===== src/rtl/srf_pkg.sv =====
`timescale 1ns/1ps
package srf_pkg;
  typedef enum logic [2:0] {
    S_OFF     = 3'd0,
    S_ARMED   = 3'd1,
    S_IDLE    = 3'd2,
    S_DELAY   = 3'd3,
    S_HWWAIT  = 3'd4,
    S_DISWAIT = 3'd5
  } srf_state_t;

  localparam logic [4:0] SLEEP_MAX_VAL = 5'h1F;
  localparam int unsigned MIN_IDLE_FRAMES = 6;
endpackage


===== src/rtl/srf_dirty_track.sv =====
`timescale 1ns/1ps
module srf_dirty_track #(
  parameter int NP = 4
) (
  input  logic          clk,
  input  logic          rst_n,
  input  logic          upd_en,
  input  logic          clr,
  input  logic          inv_valid,
  input  logic [NP-1:0] inv_mask,
  input  logic          flush_valid,
  input  logic [NP-1:0] flush_mask,
  input  logic [NP-1:0] pipe_mask,
  output logic          inv_hit,
  output logic          fl_hit,
  output logic [NP-1:0] busy_next,
  output logic [NP-1:0] busy
);
  logic [NP-1:0] inv_m, fl_m;

  assign inv_m     = inv_valid ? (inv_mask & pipe_mask) : '0;
  assign fl_m      = flush_valid ? (flush_mask & pipe_mask) : '0;
  assign inv_hit   = |inv_m;
  assign fl_hit    = |fl_m;
  // invalidate applied after flush: a plane hit by both stays dirty
  assign busy_next = (busy & ~fl_m) | inv_m;

  always_ff @(posedge clk or negedge rst_n) begin
    if (!rst_n)      busy <= '0;
    else if (clr)    busy <= '0;
    else if (upd_en) busy <= busy_next;
  end
endmodule


===== src/rtl/srf_idle_count.sv =====
`timescale 1ns/1ps
module srf_idle_count #(
  parameter int CW       = 4,
  parameter int MIN_IDLE = 6
) (
  input  logic          clk,
  input  logic          rst_n,
  input  logic          clr,
  input  logic          frame,
  input  logic [CW-1:0] cfg,
  output logic          reached
);
  localparam int BW  = (CW > $clog2(MIN_IDLE + 1)) ? CW : $clog2(MIN_IDLE + 1);
  localparam int TCW = BW + 1;
  localparam logic [TCW-1:0] MIN_T = TCW'(MIN_IDLE);

  logic [TCW-1:0] cnt, thr, cfg_w;

  assign cfg_w   = TCW'(cfg);
  assign thr     = (cfg_w > MIN_T) ? cfg_w : MIN_T;
  assign reached = frame && ((cnt + 1'b1) >= thr);

  always_ff @(posedge clk or negedge rst_n) begin
    if (!rst_n)                  cnt <= '0;
    else if (clr)                cnt <= '0;
    else if (frame && cnt < thr) cnt <= cnt + 1'b1;
  end
endmodule


===== src/rtl/srf_tick_timer.sv =====
`timescale 1ns/1ps
module srf_tick_timer #(
  parameter int W = 8
) (
  input  logic         clk,
  input  logic         rst_n,
  input  logic         restart,
  output logic [W-1:0] cnt
);
  always_ff @(posedge clk or negedge rst_n) begin
    if (!rst_n)          cnt <= '0;
    else if (restart)    cnt <= '0;
    else if (cnt != '1)  cnt <= cnt + 1'b1;
  end
endmodule


===== src/rtl/srefresh_ctrl.sv =====
`timescale 1ns/1ps
module srefresh_ctrl
  import srf_pkg::*;
#(
  parameter int NP          = 4,
  parameter int CW          = 4,
  parameter int DELAY_TICKS = 20_000_000,
  parameter int WAIT_TICKS  = 10_000
) (
  input  logic          clk,
  input  logic          rst_n,
  input  logic          enable,
  input  logic          link_keep,
  input  logic [CW-1:0] idle_cfg,
  input  logic [NP-1:0] pipe_mask,
  input  logic          frame_start,
  input  logic          inv_valid,
  input  logic [NP-1:0] inv_mask,
  input  logic          flush_valid,
  input  logic [NP-1:0] flush_mask,
  input  logic          hw_idle,
  output logic          sr_enable,
  output logic          sr_active,
  output logic          link_on,
  output logic [NP-1:0] busy_mask,
  output logic          wait_err,
  output logic [4:0]    sleep_max
);
  localparam int MAXT = (DELAY_TICKS > WAIT_TICKS) ? DELAY_TICKS : WAIT_TICKS;
  localparam int TW   = $clog2(MAXT + 1);
  localparam logic [TW-1:0] DLY_LAST  = TW'(DELAY_TICKS - 1);
  localparam logic [TW-1:0] WAIT_LAST = TW'(WAIT_TICKS - 1);

  srf_state_t    state, nxt;
  logic          inv_hit, fl_hit, dirty, reached, frame_cnt;
  logic          upd_en, busy_clr, tmr_restart;
  logic [NP-1:0] busy_next;
  logic [TW-1:0] tmr;

  assign dirty    = inv_hit | fl_hit;
  assign busy_clr = (state == S_OFF) && enable;
  assign upd_en   = (state != S_OFF) && (state != S_DISWAIT);

  srf_dirty_track #(.NP(NP)) u_dirty (
    .clk(clk), .rst_n(rst_n), .upd_en(upd_en), .clr(busy_clr),
    .inv_valid(inv_valid), .inv_mask(inv_mask),
    .flush_valid(flush_valid), .flush_mask(flush_mask),
    .pipe_mask(pipe_mask), .inv_hit(inv_hit), .fl_hit(fl_hit),
    .busy_next(busy_next), .busy(busy_mask)
  );

  assign frame_cnt = frame_start && (state == S_ARMED) && enable && !sr_active && !dirty;

  srf_idle_count #(.CW(CW), .MIN_IDLE(MIN_IDLE_FRAMES)) u_idle (
    .clk(clk), .rst_n(rst_n), .clr(state != S_ARMED || dirty),
    .frame(frame_cnt), .cfg(idle_cfg), .reached(reached)
  );

  assign tmr_restart = (nxt != state);

  srf_tick_timer #(.W(TW)) u_tmr (
    .clk(clk), .rst_n(rst_n), .restart(tmr_restart), .cnt(tmr)
  );

  always_comb begin
    nxt = state;
    case (state)
      S_OFF:     if (enable) nxt = S_ARMED;
      S_DISWAIT: if (hw_idle || tmr == WAIT_LAST) nxt = S_OFF;
      default: begin
        if (!enable) nxt = S_DISWAIT;
        else begin
          case (state)
            S_ARMED:  if (dirty) nxt = (flush_valid && busy_next == '0) ? S_DELAY : S_IDLE;
            S_IDLE:   if (flush_valid && busy_next == '0) nxt = S_DELAY;
            S_DELAY:  if (tmr == DLY_LAST) nxt = S_HWWAIT;
            S_HWWAIT: begin
              if (hw_idle)                nxt = (busy_next == '0) ? S_ARMED : S_IDLE;
              else if (tmr == WAIT_LAST)  nxt = S_IDLE;
            end
            default:  nxt = S_IDLE;
          endcase
        end
      end
    endcase
  end

  always_ff @(posedge clk or negedge rst_n) begin
    if (!rst_n) begin
      state     <= S_OFF;
      sr_active <= 1'b0;
      wait_err  <= 1'b0;
    end else begin
      state <= nxt;
      if (nxt != S_ARMED || state != S_ARMED) sr_active <= 1'b0;
      else if (reached)                       sr_active <= 1'b1;
      if (busy_clr)
        wait_err <= 1'b0;
      else if (state == S_DISWAIT && !hw_idle && tmr == WAIT_LAST)
        wait_err <= 1'b1;
    end
  end

  assign sr_enable = (state == S_ARMED);
  assign link_on   = !(sr_active && !link_keep);
  assign sleep_max = SLEEP_MAX_VAL;
endmodule


===== config.mk =====
export PLATFORM = sky130hd
export DESIGN_NAME = srefresh_ctrl
export DESIGN_NICKNAME = d
export VERILOG_FILES = /design/src/rtl/srf_pkg.sv /design/src/rtl/srf_dirty_track.sv /design/src/rtl/srf_idle_count.sv /design/src/rtl/srf_tick_timer.sv /design/src/rtl/srefresh_ctrl.sv
export SDC_FILE = /design/constraint.sdc
export NUM_CORES = 1
export LEC_CHECK = 0
export CORE_ASPECT_RATIO = 1.25
export CORE_UTILIZATION = 56
export DETAILED_ROUTE_END_ITERATION = 10
export PLACE_DENSITY = 0.81
export SYNTH_ARGS = -nofsm -noshare
export SYNTH_HDL_FRONTEND = slang
export SYNTH_SLANG_ARGS = --single-unit

===== constraint.sdc =====
create_clock -name clk -period 2.2 [get_ports clk]
set_clock_uncertainty 0.05 [all_clocks]
set_input_delay 0.22 -clock clk [delete_from_list [all_inputs] [get_ports clk]]
set_output_delay 0.22 -clock clk [all_outputs]
set_load 0.05 [all_outputs]

==> results of run 1 <==
-- repair_timing --
item                       in CTS  in global routing
resized for setup               6                 11
setup endpoints to repair      25                 28
pin swaps                       2                  6
cloned                          1                  0
setup buffers                   3                  5
-- worst max-delay path: cells and delay by family (launching register included) --
kind	cells	cell delay [ns]
and+or+nand+nor	3	1.00
AOI/OAI and AO/OA	3	0.46
DFF	1	0.41
buffers and inverters	1	0.19
-- logic make-up after synthesis --
kind of cell / count (synthesis) / share of synthesized area
AOI/OAI and AO/OA: 64 / 0.160
xor gates and xnor gates: 27 / 0.0803
adders and majority gates: 10 / 0.0425
buffers and inverters: 27 / 0.0599
DFF: 39 / 0.331
muxes: 2 / 0.00680
other: 1 / 0.00127
and+or+nand+nor: 165 / 0.318
-- stage by stage --
stage          setup TNS [ns]   util  power [mW]
5_1_grt                 -1.32  0.772        3.33
3_5_place_dp            -8.23  0.720        2.40
3_3_place_gp            -7.08  0.720        2.36
4_1_cts             -0.000931  0.754        3.12
6_report              -0.0194  0.772        3.17
2_1_floorplan               0      -        1.96
-- sequential cells by signal (all words and copies together) (netlist names) --
register,count
u_tmr.cnt,25
u_idle.cnt,5
u_dirty.busy,4
state,3
sr_active,1
wait_err,1
-- routing by layer --
layer | part of all wire | wire length [um]
met1 | 0.38 | 3060
met2 | 0.53 | 4220
met3 | 0.050 | 399
met4 | 0.037 | 298
met5 | 0 | 0
-- layout by cell type (no fill, tap or decap), types with 2 or more instances in the layout --
cell type,synthesis,routed
a21oi_1,16,16
a22o_1,4,4
a22oi_1,2,2
a32oi_1,3,3
and2_1,3,3
and3_1,3,2
and4_1,2,2
buf_12,0,4
buf_4,7,64
clkbuf_8,0,5
clkdlybuf4s50_1,0,27
conb_1,1,5
dfrtp_1,39,39
ha_1,10,9
inv_1,6,6
mux2i_1,2,2
nand2_1,34,34
nand2b_1,2,2
nand3_1,18,18
nand4_1,10,10
nor2_1,25,25
nor2b_1,11,11
nor3_1,25,23
nor3_2,8,10
nor4_1,5,3
nor4_2,1,3
o211ai_1,2,2
o21a_1,3,3
o21ai_0,10,10
o21ai_4,1,2
o221ai_1,4,4
o31ai_2,1,2
or3_1,3,3
or4_4,1,3
xnor2_1,17,17
xor2_1,10,10
-- synthesized netlist by cell type, types with 4 or more instances --
master,number
ha_1,10
a22o_1,4
nand4_1,10
nand3_1,18
xor2_1,10
dfrtp_1,39
nor4_1,5
buf_6,6
xnor2_1,17
nor3_2,8
a21oi_1,16
nor3_1,25
clkbuf_1,4
nand2_1,34
nor2b_1,11
o21ai_0,10
buf_4,7
o221ai_1,4
inv_1,6
nor2_1,25
-- worst paths after layout --
| check | from | endpoint | slack (ns) | cells past startpoint |
|---|---|---|---|---|
| max | u_tmr.cnt[17] | state[0] | -0.02 | 7 |
| min | rst_n | u_tmr.cnt[16] | -0.009 | 1 |
| max reg2reg | u_tmr.cnt[17] | state[0] | -0.02 | 7 |
| min reg2reg | wait_err | wait_err | 0.52 | 2 |
| max in group asynchronous | rst_n | state[0] | 1.55 | 1 |
| min in group clk | wait_err | wait_err | 0.52 | 2 |
-- power by group --
part           switching [mW]  total [mW]  leakage (nW)  internal [mW]
clock network           0.259       0.481        0.0412          0.222
logic                    1.03        1.80          1.08          0.777
registers              0.0898       0.882         0.532          0.792
-- cell type report --
cell class / instances / area share
inverters: 7 / 0.00670
multi-input cells: 274 / 0.484
clock buffers: 6 / 0.0185
well taps: 62 / 0.0198
repair buffers: 98 / 0.219
flip-flops and latches: 39 / 0.249
clock inverters: 2 / 0.00319
==> run summary, run 1 <==
Hpwl dp = 5410 um
Starting DRT DRC Count = 247
Hold Fails Final Rpt = 23
Diodes inserted = 0
Crit path kind = flip-flop to flip-flop
P&R area growth vs syn = 33.1%
Post-Synthesis Cell Area = 0.00295 mm2
CTS tree = built
DRC errors left = 0
Arrival time worst endpoint = 2.35 ns
Gpl congestion = 0.902
Max clock buf depth = 2
Root Buffer Master = clkbuf_8
Min Hold Slack = -0.00942 ns
Setup WS post-layout = -0.0172 ns
Number of synthesized flops with an enable pin = 0
Failing checks = hold timing, setup timing
# hold bufs at CTS = 0
Sink Count = 39
Global route overflow = 0
Num ports = 37
Antenna violations before repair = 0
Synth warnings = 0
GRT Max-Usage Layer = met2
Post-synthesis sequential area ratio = 0.331
Min Tclk post-route = 2.22 ns
Outcome = finished, violations left
Yosys reg bits = 39
Setup WS pre-CTS = -0.326 ns
Initial Utilization = 0.580
Worst skew pair latency = 0.30 ns
Vias in the first global route = 2822
Max-Cap Viols = 0
Die width = 66.9 um
Chip Height = 83.1 um
Core Footprint = 0.00508 mm2
First-pass GRT wire length = 12500 um
Worst-Margin Slew = 0.894 ns
CP max stage cell = or4_1
Peak supply drop = 0.000638 V
Share of synthesized registers carrying an async set or reset = 1.00
Required @ worst endpoint = 2.33 ns
Num CTS Buffers = 5
Worst-path fanout max = 6
Clock-pin transition on the worst setup and hold timing paths = 0.08 ns
Multi-input logic area = 0.00190 mm2
Num rows = 29
Crit share post-route = 1.01
DR WL/cell = 16.3 um
Tot GR Track Use = 0.291
Die area = 0.00556 mm2
Pins Over Slew Limit = 0
Largest net degree at the start of global routing = 40
Number of port buffers = 31
Grt met3 use = 0.0467
Final ANT Viol Nets = 0
Slew HR = 0.404
Synth top area cells = dfrtp_1, xnor2_1, nand2_1
Drt via density = 6.02
Nets = 459
CP endpoint kind = flip-flop
Cells after DPL = 471
Fmax = 451 MHz
Register Area = 976 um2
Leakage = 1.65 nW
Final setup violation count = 2
Synthesized area per cell = 8.79 um2
Final Non-Filler Cells = 488
Tightest Hold Check Type = input pin to async pin
PwrDens = 808 mW/mm2
# fillers = 367
M1 GR Usage = 0.333
Via count = 2938
Post-synth top area share = 0.331
Post-synthesis cell count = 335
Post-synthesis cell type count = 66
H-tree depth = 2
Largest area contributor in the netlist = dfrtp_1
Routed WL = 7980 um
Synth Flop Type = dfrtp_1
Final instance area = 0.00392 mm2
Critical path startpoint category = flip-flop
Worst path max stage delay = 0.53 ns
Drt first pass iters = 4
Cell Area, Placed = 0.00366 mm2
GR Util met2 = 0.519
Layout cells sized above 1 = 0.263
Worst path cell trace = nor4_1, nand4_1, buf_4, or4_1, a21oi_1, o21ai_0, o22a_1
Power figures use the tool's default switching activity.
==> run 2: changes to the inputs <==
- CORE_UTILIZATION: 56 -> 41
- PLACE_DENSITY: 0.81 -> 0.63
==> run summary, run 2 (synthesis gave the netlist of run 1 again) <==
Outcome = finished, violations left
Failing checks = hold timing
Hpwl dp = 5150 um (-4.8%)
CTS tree = built
Crit path kind = flip-flop to flip-flop
FF-to-FF Start = u_tmr.cnt[11]
Tot GR Track Use = 0.199 (-0.0918)
Unrepaired setup endpoints after global routing = yes
Root Buffer Master = clkbuf_8
Max FFs per register = 25 (unchanged)
Via count = 2794 (-4.9%)
Num rows = 34 (+17%)
Num CTS Buffers = 5 (unchanged)
Worst skew pair latency = 0.30 ns (about the same)
Antenna violations before repair = 0 (unchanged)
Critical path startpoint category = flip-flop
Cell depth of the worst flop-to-flop path = 6 (-1)
Tightest Hold Check Type = input pin to async pin
Nets = 445 (-3.1%)
Final setup violation count = 0 (-2)
Die width = 77.8 um (+16%)
Final ANT Viol Nets = 0 (unchanged)
Gpl congestion = 0.785 (-13%)
Worst reg2reg path endpoint = u_tmr.cnt[14]
Tot Pwr = 3.30 mW (+4.2%)
Peak supply drop = 0.000590 V (-7.5%)
Max-Cap Viols = 0 (unchanged)
Slew HR = 0.404 (about the same)
Commonest non-fill, non-tap cells in the layout = buf_4, nand2_1, dfrtp_1
Worst-Margin Slew = 0.894 ns (-0.000163 ns)
Num ports = 37 (unchanged)
Max clock buf depth = 2 (unchanged)
First-pass GRT wire length = 12000 um (-3.8%)
Pins Over Slew Limit = 0 (unchanged)
Final Util = 0.563 (-0.209)
Leakage = 1.60 nW (-3.2%)
Sw Share = 0.422 (-0.0130)
P_int = 1.91 mW (+6.6%)
Hold Fails Final Rpt = 13 (-43%)
Global route overflow = 0 (unchanged)
Comb pwr share = 0.575 (+0.005)
NetSw = 1.39 mW (+1.1%)
Layout cells sized above 1 = 0.252 (-0.0105)
Top Registers = u_tmr.cnt: 25 flops, u_idle.cnt: 5 flops, u_dirty.busy: 4 flops
Routed WL = 7710 um (-3.3%)
Starting DRT DRC Count = 134 (-46%)
Worst-path fanout max = 6 (unchanged)
Top reg by flops = u_tmr.cnt
Largest net degree at the start of global routing = 40 (unchanged)
Min Tclk post-route = 2.16 ns (-0.0611 ns)
Drt first pass iters = 4 (unchanged)
Clock-pin transition on the worst setup and hold timing paths = 0.08 ns (about the same)
Clock power frac = 0.166 (+0.014)
DR WL/cell = 15.4 um (-6.0%)
P&R area growth vs syn = 32.5%
Diodes inserted = 0 (unchanged)
Drt via density = 5.57 (-7.6%)
Number of port buffers = 31 (unchanged)
Core Footprint = 0.00693 mm2 (+37%)
DRC errors left = 0 (unchanged)
CP endpoint kind = flip-flop
Commonest non-fill, non-tap cell in the layout = buf_4
Chip Height = 96.8 um (+16%)
Vias in the first global route = 2629 (-6.8%)
Sequential share of power = 0.259 (-0.019)
H-tree depth = 2 (unchanged)
Crit share post-route = 0.980 (-0.0278)
R2r setup slk = 0.04 ns (+0.06 ns)
Die area = 0.00753 mm2 (+36%)
Arrival time worst endpoint = 2.29 ns (-0.06 ns)
Fmax = 464 MHz (+2.8%)
Min Hold Slack = -0.0155 ns (-0.00613 ns)
PwrDens = 845 mW/mm2 (+4.7%)
Initial Utilization = 0.425 (-0.155)
Required @ worst endpoint = 2.34 ns (about the same)
Sink Count = 39 (unchanged)
run 2: layer usage:
layer | global-route usage | up-vias | part of all wire
met4 | 0.0581 | 0 | 0.023
met1 | 0.241 | 1355 | 0.42
met2 | 0.359 | 57 | 0.52
met5 | 0 | - | 0
met3 | 0.0311 | 13 | 0.032
li1 | - | 1369 | -
run 2: through the flow:
| step | hold slack (ns) | std cells | TNS [ns] | cell area, um2 | setup WS [ns] |
|---|---|---|---|---|---|
| final | -0.0155 | 502 | 0 | 3900 | 0.0439 |
| after global routing | 0.0750 | 502 | -0.355 | 3900 | -0.0338 |
| after CTS | 0.0324 | 493 | 0 | 3710 | 0.0161 |
| after detailed placement | 0.352 | 484 | -3.01 | 3590 | -0.138 |
| after global placement | 0.345 | 484 | -2.67 | 3590 | -0.108 |
| after floorplan | -0.126 | 339 | 0 | 2960 | 0.152 |
run 2: what timing repair did:
action,in CTS,in global routing
buffers inserted,1,6
pin swaps,1,8
endpoints found under the setup margin,26,27
hold buffers,0,0
resized for setup,1,21
gates cloned,0,3
run 2: power by group through the flow:
| stage | Combinational [mW] | Clock, mW | Sequential, mW |
|---|---|---|---|
| floorplan | 0.979 | 0 | 0.979 |
| global placement | 1.60 | 0 | 0.864 |
| detailed placement | 1.62 | 0 | 0.869 |
| CTS | 1.63 | 0.567 | 0.856 |
| global route | 2.03 | 0.602 | 0.869 |
| finish | 1.90 | 0.548 | 0.855 |
run 2: worst max-delay path, stage by stage, from the launching register on:
cell       delay [ns]
dfrtp_1          0.43
or4_4            0.58
o31ai_4          0.32
a21boi_2         0.11
o21ai_4          0.28
clkbuf_16        0.22
nor3_1           0.05
run 2: how the worst max path moves through the flow:
| stage | cells after the start | end | slack, ns | start |
|---|---|---|---|---|
| floorplan | 6 | u_tmr.cnt[10] | 0.15 | u_dirty.busy[3] |
| global placement | 8 | u_tmr.cnt[13] | -0.11 | flush_valid |
| detailed placement | 9 | u_tmr.cnt[5] | -0.14 | flush_valid |
| CTS | 8 | u_tmr.cnt[5] | 0.02 | u_tmr.cnt[12] |
| global route | 7 | u_tmr.cnt[14] | -0.03 | u_tmr.cnt[8] |
| finish | 6 | u_tmr.cnt[14] | 0.04 | u_tmr.cnt[11] |
run 2: layout make-up:
type	instances	area (um2)
Inverter	7	26.3
Clock inverter	1	7.51
Fill cell	646	3030
Multi-Input combinational cell	273	1890
Timing Repair Buffer	85	788
Clock buffer	7	96.3
Sequential cell	39	983
Tap cell	90	113
